--- config.mk ---
export PLATFORM = sky130hd
export DESIGN_NAME = uart_fifo_pair
export DESIGN_NICKNAME = d
export VERILOG_FILES = /design/src/rtl/uart_fifo_pkg.sv /design/src/rtl/ufp_ring.sv /design/src/rtl/ufp_thresh.sv /design/src/rtl/uart_fifo_pair.sv
export SDC_FILE = /design/constraint.sdc
export NUM_CORES = 1
export LEC_CHECK = 0
export BUFFER_PORTS_ARGS = -buffer_cell sky130_fd_sc_hd__buf_4
export CAP_MARGIN = 40
export CORE_ASPECT_RATIO = 1.1
export CORE_UTILIZATION = 40
export DETAILED_ROUTE_END_ITERATION = 7
export GPL_TIMING_DRIVEN = 0
export SLEW_MARGIN = 20
export SYNTH_ARGS = -nofsm -noshare
export SYNTH_HDL_FRONTEND = slang
export SYNTH_HIERARCHICAL = 1
export SYNTH_SLANG_ARGS = --single-unit
--- constraint.sdc ---
create_clock -name clk -period 3.3 [get_ports clk]
set_input_delay 0.165 -clock clk [delete_from_list [all_inputs] [get_ports clk]]
set_output_delay 0.165 -clock clk [all_outputs]
set_load 0.005 [all_outputs]
--- src/rtl/uart_fifo_pkg.sv ---
package uart_fifo_pkg;

  typedef logic [2:0] thr_code_t;

  // Both directions come out of reset at the half-full setting.
  localparam thr_code_t THR_RESET = 3'd1;

  // Receive level: request while count >= level.
  function automatic int unsigned rx_level(input thr_code_t code, input int unsigned depth);
    case (code)
      3'd0, 3'd1, 3'd2, 3'd3: rx_level = ((int'(code) + 1) * depth) / 4;
      default:                rx_level = depth / 2;
    endcase
  endfunction

  // Transmit level: request while count <= level.
  function automatic int unsigned tx_level(input thr_code_t code, input int unsigned depth);
    case (code)
      3'd0, 3'd1, 3'd2, 3'd3: tx_level = ((3 - int'(code)) * depth) / 4;
      default:                tx_level = depth / 2;
    endcase
  endfunction

endpackage

--- src/rtl/ufp_ring.sv ---
module ufp_ring #(
  parameter int WIDTH     = 8,
  parameter int DEPTH     = 4,
  parameter bit OVERWRITE = 1'b0,
  localparam int AW = (DEPTH > 1) ? $clog2(DEPTH) : 1,
  localparam int CW = $clog2(DEPTH + 1)
) (
  input  logic             clk,
  input  logic             rst,
  input  logic             flush,
  input  logic             single,
  input  logic             push,
  input  logic [WIDTH-1:0] push_data,
  input  logic             pop,
  output logic [WIDTH-1:0] head,
  output logic [CW-1:0]    count,
  output logic             empty,
  output logic             full,
  output logic             ovw_evt
);

  logic [WIDTH-1:0] mem [DEPTH];
  logic [AW-1:0]    wr_ptr, rd_ptr;
  logic [CW-1:0]    cap;
  logic             do_push, do_pop, ovw, grow;

  function automatic logic [AW-1:0] bump(input logic [AW-1:0] p);
    bump = (p == AW'(DEPTH - 1)) ? '0 : p + AW'(1);
  endfunction

  assign cap   = single ? CW'(1) : CW'(DEPTH);
  assign empty = (count == '0);
  assign full  = (count >= cap);

  assign do_pop = pop && !empty && !flush;

  generate
    if (OVERWRITE) begin : g_ovw
      // Full queue: newest replaces oldest, unless a read frees a slot.
      assign do_push = push && !flush;
      assign ovw     = do_push && full && !do_pop;
    end else begin : g_drop
      // Full queue: the incoming write is lost.
      assign do_push = push && !full && !flush;
      assign ovw     = 1'b0;
    end
  endgenerate

  assign grow    = do_push && !ovw;
  assign ovw_evt = ovw;

  // Storage without reset so it maps onto distributed or block memory.
  always_ff @(posedge clk) begin
    if (do_push) mem[wr_ptr] <= push_data;
  end

  assign head = mem[rd_ptr];

  always_ff @(posedge clk) begin
    if (rst || flush) begin
      wr_ptr <= '0;
      rd_ptr <= '0;
      count  <= '0;
    end else begin
      if (do_push)        wr_ptr <= bump(wr_ptr);
      if (do_pop || ovw)  rd_ptr <= bump(rd_ptr);
      count <= count + CW'(grow) - CW'(do_pop);
    end
  end

  AST_COUNT_BOUND: assert property (@(posedge clk) disable iff (rst)
    count <= CW'(DEPTH));
  AST_SINGLE_CAP: assert property (@(posedge clk) disable iff (rst)
    single |-> count <= CW'(1));
  AST_FLUSH_EMPTY: assert property (@(posedge clk) disable iff (rst)
    flush |=> empty);
  AST_EMPTY_POP: assert property (@(posedge clk) disable iff (rst)
    (pop && empty && !push && !flush) |=> empty);

  generate
    if (OVERWRITE) begin : g_ast_ovw
      AST_OVW_STAYS_FULL: assert property (@(posedge clk) disable iff (rst)
        (push && full && !pop && !flush) |=> full);
    end else begin : g_ast_drop
      AST_DROP_KEEPS_COUNT: assert property (@(posedge clk) disable iff (rst)
        (push && full && !pop && !flush) |=> count == $past(count));
    end
  endgenerate

endmodule

--- src/rtl/ufp_thresh.sv ---
module ufp_thresh
  import uart_fifo_pkg::*;
#(
  parameter int DEPTH = 4,
  parameter bit IS_RX = 1'b1,
  localparam int CW = $clog2(DEPTH + 1)
) (
  input  logic          clk,
  input  logic          rst,
  input  logic          thr_we,
  input  thr_code_t     thr_in,
  input  logic          single,
  input  logic [CW-1:0] count,
  output logic          irq
);

  thr_code_t     code;
  logic [CW-1:0] lvl;

  always_ff @(posedge clk) begin
    if (rst)         code <= THR_RESET;
    else if (thr_we) code <= thr_in;
  end

  generate
    if (IS_RX) begin : g_rx
      assign lvl = CW'(rx_level(code, DEPTH));
      assign irq = single ? (count != '0) : (count >= lvl);
      AST_RX_FULL_REQ: assert property (@(posedge clk) disable iff (rst)
        (!single && count == CW'(DEPTH)) |-> irq);
    end else begin : g_tx
      assign lvl = CW'(tx_level(code, DEPTH));
      assign irq = single ? (count == '0) : (count <= lvl);
      AST_TX_EMPTY_REQ: assert property (@(posedge clk) disable iff (rst)
        (!single && count == '0) |-> irq);
    end
  endgenerate

endmodule

--- src/rtl/uart_fifo_pair.sv ---
module uart_fifo_pair #(
  parameter int TX_W  = 8,
  parameter int RX_W  = 12,
  parameter int DEPTH = 4,
  localparam int CW = $clog2(DEPTH + 1)
) (
  input  logic            clk,
  input  logic            rst,
  input  logic            fifo_en,
  input  logic [2:0]      tx_thr_in,
  input  logic [2:0]      rx_thr_in,
  input  logic            thr_we,
  input  logic            tx_wr,
  input  logic [TX_W-1:0] tx_wr_data,
  output logic            tx_empty,
  output logic            tx_full,
  output logic            tx_irq,
  input  logic            tx_pop,
  output logic [TX_W-1:0] tx_pop_data,
  input  logic            rx_push,
  input  logic [RX_W-1:0] rx_push_data,
  input  logic            rx_rd,
  output logic [RX_W-1:0] rx_rd_data,
  output logic            rx_empty,
  output logic            rx_full,
  output logic            rx_ovr,
  input  logic            rx_ovr_clr,
  output logic            rx_irq
);

  logic          en_q, flush, single, rx_ovw, tx_ovw_unused;
  logic [CW-1:0] tx_count, rx_count;

  always_ff @(posedge clk) begin
    if (rst) en_q <= 1'b0;
    else     en_q <= fifo_en;
  end

  assign flush  = (fifo_en != en_q);
  assign single = !en_q;

  ufp_ring #(.WIDTH(TX_W), .DEPTH(DEPTH), .OVERWRITE(1'b0)) u_tx_ring (
    .clk(clk), .rst(rst), .flush(flush), .single(single),
    .push(tx_wr), .push_data(tx_wr_data), .pop(tx_pop),
    .head(tx_pop_data), .count(tx_count),
    .empty(tx_empty), .full(tx_full), .ovw_evt(tx_ovw_unused)
  );

  ufp_ring #(.WIDTH(RX_W), .DEPTH(DEPTH), .OVERWRITE(1'b1)) u_rx_ring (
    .clk(clk), .rst(rst), .flush(flush), .single(single),
    .push(rx_push), .push_data(rx_push_data), .pop(rx_rd),
    .head(rx_rd_data), .count(rx_count),
    .empty(rx_empty), .full(rx_full), .ovw_evt(rx_ovw)
  );

  ufp_thresh #(.DEPTH(DEPTH), .IS_RX(1'b0)) u_tx_thr (
    .clk(clk), .rst(rst), .thr_we(thr_we), .thr_in(tx_thr_in),
    .single(single), .count(tx_count), .irq(tx_irq)
  );

  ufp_thresh #(.DEPTH(DEPTH), .IS_RX(1'b1)) u_rx_thr (
    .clk(clk), .rst(rst), .thr_we(thr_we), .thr_in(rx_thr_in),
    .single(single), .count(rx_count), .irq(rx_irq)
  );

  // Sticky overrun: a new event outranks a clear in the same cycle.
  always_ff @(posedge clk) begin
    if (rst)             rx_ovr <= 1'b0;
    else if (rx_ovw)     rx_ovr <= 1'b1;
    else if (rx_ovr_clr) rx_ovr <= 1'b0;
  end

  AST_OVR_STICKY: assert property (@(posedge clk) disable iff (rst)
    (rx_ovr && !rx_ovr_clr) |=> rx_ovr);
  AST_OVR_SET: assert property (@(posedge clk) disable iff (rst)
    rx_ovw |=> rx_ovr);
  AST_TX_SILENT: assert property (@(posedge clk) disable iff (rst)
    !tx_ovw_unused);

endmodule

Word-level counts from Yosys, hierarchy flattened
Memories as Yosys holds them, arrays and structs flattened. A register that Yosys moved wholly into a read port is not among the register bits.
Index checks and enable logic that the tools add are counted.
{ "totals": {"n_memories": 2, "register_bits": 22, "inputBits": 35, "out_inout_bits": 27, "elab_cells": 82, "ramBits": 80} }
{ "mem_list": {"columns": ["memory", "depth", "word_bits", "read_ports", "rd_clocked_by_memory_dff", "write_ports", "line_no", "source"], "rows": [
  ["u_rx_ring.mem", 4, 12, 1, 1, 1, "ufp_ring.sv:22", "logic [WIDTH-1:0] mem [DEPTH];"],
  ["u_tx_ring.mem", 4, 8, 1, 1, 1, "ufp_ring.sv:22", null]
]} }
{ "op_classes": {"reduce_logical": 26, "n_addsub": 10, "mux": 19, "n_eq_ne": 11, "n_lt_le_gt_ge": 4} }
{ "op_table": {"columns": ["cell", "count"], "rows": [
  ["two-way mux 2 bit", 8],
  ["== test 3 x 2 -> 1 bit (second input constant)", 4],
  ["logical NOT 3 bit", 4],
  ["logical AND 1 bit", 10],
  [">= comparator 3 bit", 3],
  ["two-way mux 3 bit", 3],
  ["adder 2 x 1 -> 2 bit (second input constant)", 4],
  ["== test 2 bit (second input constant)", 4],
  ["two-way mux 1 bit", 8],
  ["OR reduction 4 bit", 2],
  ["adder 3 x 1 -> 3 bit", 2],
  ["== test 3 x 1 -> 1 bit (second input constant)", 2],
  ["logical NOT 1 bit", 6],
  ["subtractor 3 x 1 -> 3 bit", 2],
  ["adder 3 x 1 -> 3 bit (second input constant)", 1],
  ["less-or-equal comparator 3 bit", 1],
  ["nonzero test 3 bit", 1],
  ["subtractor 2 x 3 -> 3 bit (first input constant)", 1],
  ["logical OR 1 bit", 2],
  ["nonzero test 2 bit", 1],
  ["inequality test 1 bit", 1]
]} }

Longest topological paths before layout
Gate-level depths: netlist of the first run.
{ "depth": {"word_depth": 10, "mapped_depth": 12, "depth_no_buf": 12} }

By module
The synthesis of the first run kept the hierarchy.
{ "by_module_without_submodules": {"columns": ["mod", "seq_area_each_um2", "cells_each", "area_each_um2", "instances"], "rows": [
  ["ufp_ring (u_rx_ring)", 1621.6, 119, 2278.4, 1],
  ["ufp_ring (u_tx_ring)", 1141.1, 100, 1702.9, 1],
  ["ufp_thresh (u_rx_thr)", 60.1, 32, 281.5, 1],
  ["ufp_thresh (u_tx_thr)", 60.1, 22, 196.4, 1],
  ["uart_fifo_pair", 40.0, 8, 77.6, 1]
]} }

Worst setup path before layout of the first run
OpenSTA, ideal clock, no wires.
{ "synth_path": {"kind": "reg-to-reg", "from": "reg en_q", "to": "reg u_tx_ring.count[2]", "path_buffers": 0, "path_stages_with_launch": 13, "synth_period_minus_slack_ps": 2792, "setup_ps": 157, "arrival_ps": 2635, "slack_ps": 508, "required_ps": 3143, "path_cell_list": "dfxtp_1 -> inv_1 -> ha_1 -> or3b_4 -> a211oi_4 -> inv_1 -> ha_1 -> inv_1 -> ha_1 -> fa_1 -> xnor2_1 -> xnor2_1 -> nor3_1"} }
{ "synth_via": {"elab_chain_cells": 7, "word_cells_on_any_way": 11, "classes_between": "add/sub: 2; order compare: 1; eq/ne: 1; mux: 1; reduce/logical: 6"} }
{ "synth_lines": {"columns": ["element", "line_no", "source"], "rows": [
  ["start, declared", "uart_fifo_pair.sv:31", "logic en_q, flush, single, rx_ovw, tx_ovw_unused;"],
  ["start signal, assigned", "uart_fifo_pair.sv:36", "else en_q <= fifo_en;"],
  ["two-way mux 3 bit", "ufp_ring.sv:31", "assign cap = single ? CW'(1) : CW'(DEPTH);"],
  [">= comparator 3 bit", "ufp_ring.sv:33", "assign full = (count >= cap);"],
  ["logical NOT 1 bit", "ufp_ring.sv:44", "assign do_push = push && !full && !flush;"],
  ["logical AND 1 bit (2 in series)", "ufp_ring.sv:44", null],
  ["adder 3 x 1 -> 3 bit", "ufp_ring.sv:67", "count <= count + CW'(grow) - CW'(do_pop);"],
  ["subtractor 3 x 1 -> 3 bit", "ufp_ring.sv:67", null],
  ["end signal, assigned", "ufp_ring.sv:67", null],
  ["end, declared", "ufp_ring.sv:16", "output logic [CW-1:0] count,"]
]} }
Several ways; a longest one is shown, not always the timed one.
A chain may end at the register's enable or synchronous reset.

Worst setup path in the final report of the first run
Same ends and word-level chain as after synthesis.

==> impl_metrics.env, run 1 <==
export IMPL_grt_usage=0.141
export IMPL_fmax_mhz=329
export IMPL_num_rows=40
export IMPL_vias_per_cell=4.81
export IMPL_fin_setup_tns_ns=0
export IMPL_gp_congestion=0.717
export IMPL_core_sq_mm=0.0110
export IMPL_numCtsBuffers=9
export IMPL_grt_pass1_wl_microns=12200
export IMPL_cts_repair_resized=0
export IMPL_antenna_found_initial=0
export IMPL_finalHoldViolations=0
export IMPL_vdd_ir_drop_max_mv=0.208
export IMPL_antenna_cells=0
export IMPL_grt_overflow_total=0
export IMPL_totalWireLength_microns=7320
export IMPL_top_layer="met4"
export IMPL_ctsHoldBuffers=0
export IMPL_path_class="reg -> reg"
export IMPL_slew_headroom=0.542
export IMPL_worst_path_largest_cell_delay_ns=0.40
export IMPL_cts_sinks=106
export IMPL_hpwl_microns=5180
export IMPL_start_util=0.413
export IMPL_dr_wl_met2_microns=3620
export IMPL_dr_pass1_iters=4
export IMPL_dieWidth_microns=103
export IMPL_dr_total_vias=2420
export IMPL_finalMaxSlewViolations=0
export IMPL_detail_route_antenna_nets=0
export IMPL_synth_area_per_cell_sq_um=16.2
export IMPL_root_buffer="clkbuf_16"
export IMPL_clock_skew_ns=0.00828
export IMPL_clk_pin_slew_ns=0.07
export IMPL_worst_pin_slew_ns=0.686
export IMPL_tritoncts="yes"
export IMPL_grt_pass1_vias=2551
export IMPL_fin_crit_sh=0.921
export IMPL_htreeDepth=3
export IMPL_rsz0062_at_grt="no"
export IMPL_maxCapViolCount=0
export IMPL_grt_max_degree=19
export IMPL_p_per_area_mw_per_mm2=510
export IMPL_hp_class="in -> reg"
export IMPL_area_growth_syn_to_layout_pct=21.0
export IMPL_required_ns=3.50
export IMPL_crit_arrival_ns=3.24
export IMPL_critPathCaptureType="flop"
export IMPL_path_buf_inv=3
export IMPL_clockBufferDepth=2
export IMPL_cts_setup_buffers=0
export IMPL_met3RoutedLength_microns=354
export IMPL_drive_gt1_frac=0.309
export IMPL_post_route_util=0.500
export IMPL_drc=0
export IMPL_setup_viol=0
export IMPL_period_needed_ns=3.04
export IMPL_die_area_sq_mm=0.0117
export IMPL_ioPinCount=62
export IMPL_path_max_fanout=8
export IMPL_ys_warn_count=6
export IMPL_p_leak_nw=2.05
export IMPL_port_buffers=61
export IMPL_cpLargestDelayFamily="adder cells"
export IMPL_pre_cts_ws_ns=0.240
export IMPL_wire_per_inst_microns=14.6
export IMPL_critical_path_cell_chain="inv_1, ha_1, or3b_4, a211oi_4, inv_1, ha_1, inv_1, ha_1, fa_1, xnor2_1, xnor2_1, nor3_1"
export IMPL_layout_setup_ws_ns=0.261
export IMPL_crit_path_start_kind="flop"
export IMPL_slowest_stage="or3b_4"
export IMPL_syn_inst=279
export IMPL_filler_cell_count=927
export IMPL_first_iter_violations=59
export IMPL_nets=416
export IMPL_outcome="complete, no violations"
export IMPL_wirelength_met1_microns=3230
export IMPL_die_y_microns=114
export IMPL_syn_cell_area_sq_mm=0.00453
export IMPL_clk_latency_ns=0.34
export IMPL_synthesis_nets=344
[flip-flops by register name, indices dropped and copies added (netlist names), 2 cells and up, named ones only]
| signal | cells |
|---|---|
| u_tx_ring/rd_ptr | 2 |
| u_tx_thr/code | 3 |
| u_rx_thr/code | 3 |
| u_rx_ring/mem | 48 |
| u_tx_ring/count | 3 |
| u_rx_ring/count | 3 |
| u_rx_ring/rd_ptr | 2 |
| u_tx_ring/wr_ptr | 2 |
| u_tx_ring/mem | 32 |
| u_rx_ring/wr_ptr | 2 |
[worst paths after layout]
kind | start | cells after the start | slack (ns) | end
max | en_q$_SDFF_PP0_ | 12 | 0.26 | u_tx_ring/count[2]$_SDFF_PP0_
min | tx_wr_data[7] | 1 | 0.02 | u_tx_ring/mem[3][7]$_DFFE_PP_
max reg2reg | en_q$_SDFF_PP0_ | 12 | 0.26 | u_tx_ring/count[2]$_SDFF_PP0_
min reg2reg | u_rx_ring/rd_ptr[1]$_SDFFE_PP0N_ | 2 | 0.49 | u_rx_ring/rd_ptr[1]$_SDFFE_PP0N_
[final cells by class]
type,count,area (sq um),area share
multi-input cells,148,1510,0.276
plain buffers,4,17.5,0.00320
clock inverters,6,73.8,0.0135
well taps,147,184,0.0336
clock buffers,10,229,0.0418
inverters,21,78.8,0.0144
flip-flops and latches,106,2920,0.534
repair buffers,61,458,0.0836
[routing by layer]
layer	vias up	GRT usage
li1	1195	-
met5	-	0
met4	0	0.0592
met1	1170	0.176
met3	7	0.0404
met2	48	0.228
[report_power, final]
| group | internal (W) | switching [W] | leakage [nW] |
|---|---|---|---|
| logic | 0.000133 | 0.000112 | 0.962 |
| clock network | 0.000598 | 0.000465 | 0.148 |
| registers | 0.00147 | 0.0000173 | 0.937 |
| total | 0.00220 | 0.000594 | 2.05 |
[layout by cell type, fill, tap and decap left out, types with 3 or more instances in the layout]
| cell type | n |
|---|---|
| xnor2_1 | 4 |
| clkinv_4 | 3 |
| or3_1 | 3 |
| nor3_1 | 8 |
| dfxtp_1 | 26 |
| ha_1 | 28 |
| buf_4 | 61 |
| o31ai_1 | 4 |
| nor2b_1 | 5 |
| mux2i_1 | 11 |
| mux4_2 | 20 |
| inv_1 | 20 |
| nor2_1 | 14 |
| edfxtp_1 | 80 |
| nand2_1 | 11 |
| and2_1 | 12 |
| clkbuf_16 | 9 |
[metrics by stage]
step | power, W | cells | instance area (sq um) | hold WS (ns)
6_report | 0.00279 | 503 | 5480 | 0.0238
5_1_grt | 0.00292 | 503 | 5480 | 0.00746
4_1_cts | 0.00284 | 503 | 5480 | 0.00978
3_5_place_dp | 0.00177 | 487 | 5170 | 0.370
3_3_place_gp | 0.00176 | 487 | 5170 | 0.366
2_1_floorplan | 0.00165 | 279 | 4530 | 0.227
(Power assumes the default switching activity.)
==> run 2, diff against run 1 <==
--- a/config.mk
+++ b/config.mk
@@ -8,7 +8,7 @@
 export BUFFER_PORTS_ARGS = -buffer_cell sky130_fd_sc_hd__buf_4
 export CAP_MARGIN = 40
 export CORE_ASPECT_RATIO = 1.1
-export CORE_UTILIZATION = 40
+export CORE_UTILIZATION = 45
 export DETAILED_ROUTE_END_ITERATION = 7
 export GPL_TIMING_DRIVEN = 0
 export SLEW_MARGIN = 20
==> run 2 against run 1 <==
The run now ends with design-rule violations left. Sequential power hardly changed. Flip-flop and latch count is the same. Fmax is essentially flat. Setup slack better by 0.0011 ns. Critical path depth unchanged. Routed wire length rose by 2.6%. Combinational power grew 8.6%. Non-clock buffer count up 22. Die area shrank 11%. Cell area increased by 1.1%. Global-route usage is 1.2 points higher. Clock power down 32%. Critical path type unchanged. Largest cell class unchanged. Largest power group unchanged.
==> impl_metrics.env, run 2 (synthesis gave the netlist of run 1 again) <==
export IMPL_outcome="finished with violations"
export IMPL_violations="design-rule violations"
export IMPL_drc=6
export IMPL_layout_common_cells="edfxtp_1, buf_4, ha_1"
export IMPL_rsz0062_at_grt="no"
export IMPL_fin_setup_tns_ns=0
export IMPL_cts_repair_resized=0
export IMPL_p_per_area_mw_per_mm2=446
export IMPL_top_regs="u_rx_ring/mem x48, u_tx_ring/mem x32"
export IMPL_drive_gt1_frac=0.291
export IMPL_post_route_util=0.563
export IMPL_tritoncts="yes"
export IMPL_finalHoldViolations=0
export IMPL_htreeDepth=3
export IMPL_grt_pass1_wl_microns=12100
export IMPL_port_buffers=61
export IMPL_clk_pin_slew_ns=0.09
export IMPL_critical_path_cell_chain="inv_1, ha_1, or3b_4, a211oi_4, inv_1, ha_1, inv_1, ha_1, fa_1, xnor2_1, xnor2_1, nor3_1"
export IMPL_cpLargestDelayFamily="adder cells"
export IMPL_clock_skew_ns=0.00847
export IMPL_filler_cell_count=800
export IMPL_detail_route_antenna_nets=0
export IMPL_worst_pin_slew_ns=0.709
export IMPL_dieWidth_microns=97.6
export IMPL_grt_pass1_vias=2516
export IMPL_core_sq_mm=0.00984
export IMPL_largest_reg_flops=48
export IMPL_required_ns=3.52
export IMPL_slowest_stage="or3b_4"
export IMPL_grt_max_degree=19
export IMPL_start_util=0.460
export IMPL_worst_path_largest_cell_delay_ns=0.40
export IMPL_layout_commonest_cell="edfxtp_1"
export IMPL_maxCapViolCount=0
export IMPL_die_area_sq_mm=0.0105
export IMPL_crit_arrival_ns=3.26
export IMPL_hp_class="in -> reg"
export IMPL_fin_crit_sh=0.921
export IMPL_cts_setup_buffers=0
export IMPL_path_max_fanout=8
export IMPL_layout_setup_ws_ns=0.262
export IMPL_grt_overflow_total=0
export IMPL_cts_sinks=106
export IMPL_finalMaxSlewViolations=0
export IMPL_dr_total_vias=2498
export IMPL_grt_usage=0.153
export IMPL_totalWireLength_microns=7510
export IMPL_antenna_found_initial=0
export IMPL_p_leak_nw=2.08
export IMPL_crit_path_start_kind="flop"
export IMPL_dr_pass1_iters=8
export IMPL_path_class="reg -> reg"
export IMPL_setup_viol=0
export IMPL_first_iter_violations=87
export IMPL_vdd_ir_drop_max_mv=0.194
export IMPL_fmax_mhz=329
export IMPL_critPathCaptureType="flop"
export IMPL_numCtsBuffers=9
export IMPL_final_area_sq_mm=0.00554
export IMPL_clockBufferDepth=2
export IMPL_die_y_microns=107
export IMPL_slew_headroom=0.527
export IMPL_ioPinCount=62
export IMPL_pre_cts_ws_ns=0.290
export IMPL_antenna_cells=0
export IMPL_path_buf_inv=3
export IMPL_hpwl_microns=5020
export IMPL_root_buffer="clkbuf_8"
export IMPL_gp_congestion=0.741
export IMPL_num_rows=38
export IMPL_largest_register="u_rx_ring/mem"
export IMPL_clk_latency_ns=0.36
export IMPL_period_needed_ns=3.04
export IMPL_ctsHoldBuffers=22
export IMPL_rrSetupSlack_ns=0.26
export IMPL_wire_per_inst_microns=15.1
export IMPL_area_growth_syn_to_layout_pct=22.3
export IMPL_vias_per_cell=5.02
export IMPL_nets=438
export IMPL_placed_area_sq_mm=0.00514
[run 2: changes by cell type in the layout (fill, tap and decap cells not counted), sizes merged]
cell	before	now
bufinv	1	0
dlygate4sd3	0	22
clkbuf	11	10
inv	22	23
clkinvlp	0	1
[run 2: report_power, final]
group	internal (W)	switching, W
combinational	0.000150	0.000117
sequential	0.00147	0.0000175
clock	0.000280	0.000438
total	0.00190	0.000572
[run 2: metal layers]
layer | track usage | wire length [microns]
met4 | 0.0877 | 99
met1 | 0.192 | 3460
met5 | 0 | 0
met2 | 0.251 | 3740
met3 | 0.0254 | 215
[run 2: area by class of cell]
type / instances / area (sq um) / area share
flip-flops and latches: 106 / 2920 / 0.528
multi-input cells: 148 / 1510 / 0.273
repair buffers: 83 / 678 / 0.122
well taps: 120 / 150 / 0.0271
clock buffers: 9 / 124 / 0.0224
inverters: 21 / 78.8 / 0.0142
clock inverters: 7 / 51.3 / 0.00927
plain buffers: 4 / 17.5 / 0.00316
[run 2: per-stage QoR]
stage,cells,hold WS [ns],power (W)
after floorplan,279,0.227,0.00165
after global placement,460,0.367,0.00176
after detailed placement,460,0.370,0.00177
after CTS,498,0.0149,0.00250
after global routing,498,0.0335,0.00258
final,498,0.0371,0.00247
[run 2: worst paths after layout]
path,startpoint,end,cells past startpoint
hold / removal,tx_thr_in[2],u_tx_thr/code[2]$_SDFFE_PP0P_,3
hold reg to reg,rx_ovr$_SDFFE_PP0P_,rx_ovr$_SDFFE_PP0P_,2
setup / recovery,en_q$_SDFF_PP0_,u_tx_ring/count[2]$_SDFF_PP0_,12
setup reg to reg,en_q$_SDFF_PP0_,u_tx_ring/count[2]$_SDFF_PP0_,12
[run 2: worst reg2reg max path: stages, from the launching register on]
cell and delay, ns:
dfxtp_1 0.38, inv_1 0.16, ha_1 0.33, or3b_4 0.40
a211oi_4 0.31, inv_1 0.07, ha_1 0.27, inv_1 0.04
ha_1 0.18, fa_1 0.37, xnor2_1 0.19, xnor2_1 0.14
nor3_1 0.06
==> run 3, diff against run 2 <==
--- a/config.mk
+++ b/config.mk
@@ -8,9 +8,10 @@
 export BUFFER_PORTS_ARGS = -buffer_cell sky130_fd_sc_hd__buf_4
 export CAP_MARGIN = 40
 export CORE_ASPECT_RATIO = 1.1
-export CORE_UTILIZATION = 45
+export CORE_UTILIZATION = 57
 export DETAILED_ROUTE_END_ITERATION = 7
 export GPL_TIMING_DRIVEN = 0
+export PLACE_DENSITY = 0.79
 export SLEW_MARGIN = 20
 export SYNTH_ARGS = -nofsm -noshare
 export SYNTH_HDL_FRONTEND = slang
==> run 3 against run 2 <==
The run now ends clean. Critical endpoint unchanged. Cell area shrank 0.32%. Critical path depth is the same. Clock power grew 5.0%. Routed wire length shrank 1.8%. Critical path type unchanged. Fmax shrank 1.3%. Utilization grew 17 points. Largest power group unchanged.
==> impl_metrics.env, run 3 (synthesis gave the netlist of run 1 again) <==
export IMPL_fmax_mhz=325
export IMPL_crit_arrival_ns=3.32
export IMPL_detail_route_antenna_nets=0
export IMPL_critical_path_cell_chain="inv_1, ha_1, or3b_4, a211oi_4, inv_1, ha_1, inv_1, ha_1, fa_1, xnor2_1, xnor2_1, nor3_1"
export IMPL_path_max_fanout=8
export IMPL_crit_path_start_kind="flop"
export IMPL_vdd_ir_drop_max_mv=0.207
export IMPL_totalWireLength_microns=7370
export IMPL_clk_latency_ns=0.37
export IMPL_clock_skew_ns=0.00697
export IMPL_filler_cell_count=505
export IMPL_instances_no_fill=483
export IMPL_outcome="complete, no violations"
export IMPL_dieWidth_microns=87.0
export IMPL_drive_gt1_frac=0.291
export IMPL_layout_common_cells="edfxtp_1, buf_4, ha_1"
export IMPL_placed_area_sq_mm=0.00512
export IMPL_root_buffer="clkbuf_8"
export IMPL_fin_crit_sh=0.933
export IMPL_dr_pass1_iters=4
export IMPL_nets=438
export IMPL_slowest_stage="or3b_4"
export IMPL_p_leak_nw=2.08
export IMPL_layout_commonest_cell="edfxtp_1"
export IMPL_drc=0
export IMPL_start_util=0.599
export IMPL_rsz0062_at_grt="no"
export IMPL_dr_total_vias=2543
export IMPL_antenna_found_initial=0
export IMPL_slew_headroom=0.572
export IMPL_critPathCaptureType="flop"
export IMPL_hpwl_microns=5010
export IMPL_cp_startpoint="en_q$_SDFF_PP0_"
export IMPL_fin_setup_tns_ns=0
export IMPL_setup_viol=0
export IMPL_cts_setup_buffers=0
export IMPL_die_y_microns=95.5
export IMPL_pre_cts_ws_ns=0.235
export IMPL_htreeDepth=3
export IMPL_hp_class="in -> reg"
export IMPL_top_regs="u_rx_ring/mem x48, u_tx_ring/mem x32"
export IMPL_num_rows=33
export IMPL_hp_start="fifo_en"
export IMPL_antenna_cells=0
export IMPL_finalHoldViolations=0
export IMPL_gp_congestion=0.769
export IMPL_final_area_sq_mm=0.00552
export IMPL_met2_usage=0.326
export IMPL_grt_use_met1=0.240
export IMPL_dpl_cell_count=446
export IMPL_tritoncts="yes"
export IMPL_use_met3=0.0468
export IMPL_clockBufferDepth=2
export IMPL_post_route_util=0.730
export IMPL_layout_setup_ws_ns=0.222
export IMPL_port_buffers=61
export IMPL_grt_usage=0.195
export IMPL_period_needed_ns=3.08
export IMPL_first_iter_violations=105
export IMPL_reg2reg_from="en_q$_SDFF_PP0_"
export IMPL_numCtsBuffers=9
export IMPL_required_ns=3.54
export IMPL_grt_pass1_wl_microns=11800
export IMPL_grt_overflow_total=0
export IMPL_p_per_area_mw_per_mm2=454
export IMPL_clk_pin_slew_ns=0.10
export IMPL_grt_pass1_vias=2546
export IMPL_cts_sinks=106
export IMPL_ioPinCount=62
export IMPL_maxCapViolCount=0
export IMPL_core_sq_mm=0.00756
export IMPL_largest_reg_flops=48
export IMPL_path_class="reg -> reg"
export IMPL_vias_per_cell=5.27
export IMPL_grt_max_degree=20
export IMPL_worst_path_largest_cell_delay_ns=0.40
export IMPL_die_area_sq_mm=0.00830
export IMPL_worst_pin_slew_ns=0.642
export IMPL_area_growth_syn_to_layout_pct=22.0
export IMPL_finalMaxSlewViolations=0
export IMPL_largest_register="u_rx_ring/mem"
export IMPL_wire_per_inst_microns=15.3
export IMPL_busiest_layer="met2"
run 3: repair_timing:
action                    in CTS  in global routing
hold buffers                  21                  0
hold endpoints to repair      81                  0
resized for setup              0                  0
run 3: per-layer routing:
metal  routed length, microns  part of all wire
met1                     3230              0.44
met2                     3740              0.51
met3                      255             0.035
met4                      155             0.021
met5                        0                 0
run 3: final cells by class:
| cell class | instances | area [sq um] | area share |
|---|---|---|---|
| clock buffer | 10 | 128 | 0.0231 |
| buffer | 4 | 17.5 | 0.00317 |
| sequential | 106 | 2920 | 0.530 |
| clock inverter | 6 | 58.8 | 0.0107 |
| inverter | 21 | 78.8 | 0.0143 |
| multi-input combinational | 148 | 1510 | 0.273 |
| timing repair buffer | 83 | 676 | 0.122 |
| tap | 105 | 131 | 0.0238 |
run 3: power by group:
group | total [W] | leakage [nW] | internal, W | switching [W]
clock network | 0.000754 | 0.0928 | 0.000295 | 0.000459
logic | 0.000268 | 1.05 | 0.000151 | 0.000117
registers | 0.00148 | 0.937 | 0.00147 | 0.0000172
run 3: path summary, 6_finish.rpt:
path / to / slack, ns / depth (start not counted)
max reg2reg: u_tx_ring/count[2]$_SDFF_PP0_ / 0.22 / 12
min reg2reg: u_rx_ring/rd_ptr[1]$_SDFFE_PP0N_ / 0.50 / 2
max: u_tx_ring/count[2]$_SDFF_PP0_ / 0.22 / 12
min: en_q$_SDFF_PP0_ / 0.02 / 2
run 3: worst max-delay path, delay by kind of cell (launching register included):
family,cells,cell delay [ns]
simple gates,2,0.47
compound gates,1,0.34
xor+xnor,2,0.33
buf+inv,3,0.33
flops,1,0.33
fa+ha+maj,4,1.15
run 3: through the flow:
stage | total power (W) | hold slack [ns]
floorplan | 0.00165 | 0.227
global placement | 0.00175 | 0.366
detailed placement | 0.00176 | 0.369
CTS | 0.00253 | 0.00869
global route | 0.00261 | 0.0220
finish | 0.00251 | 0.0210
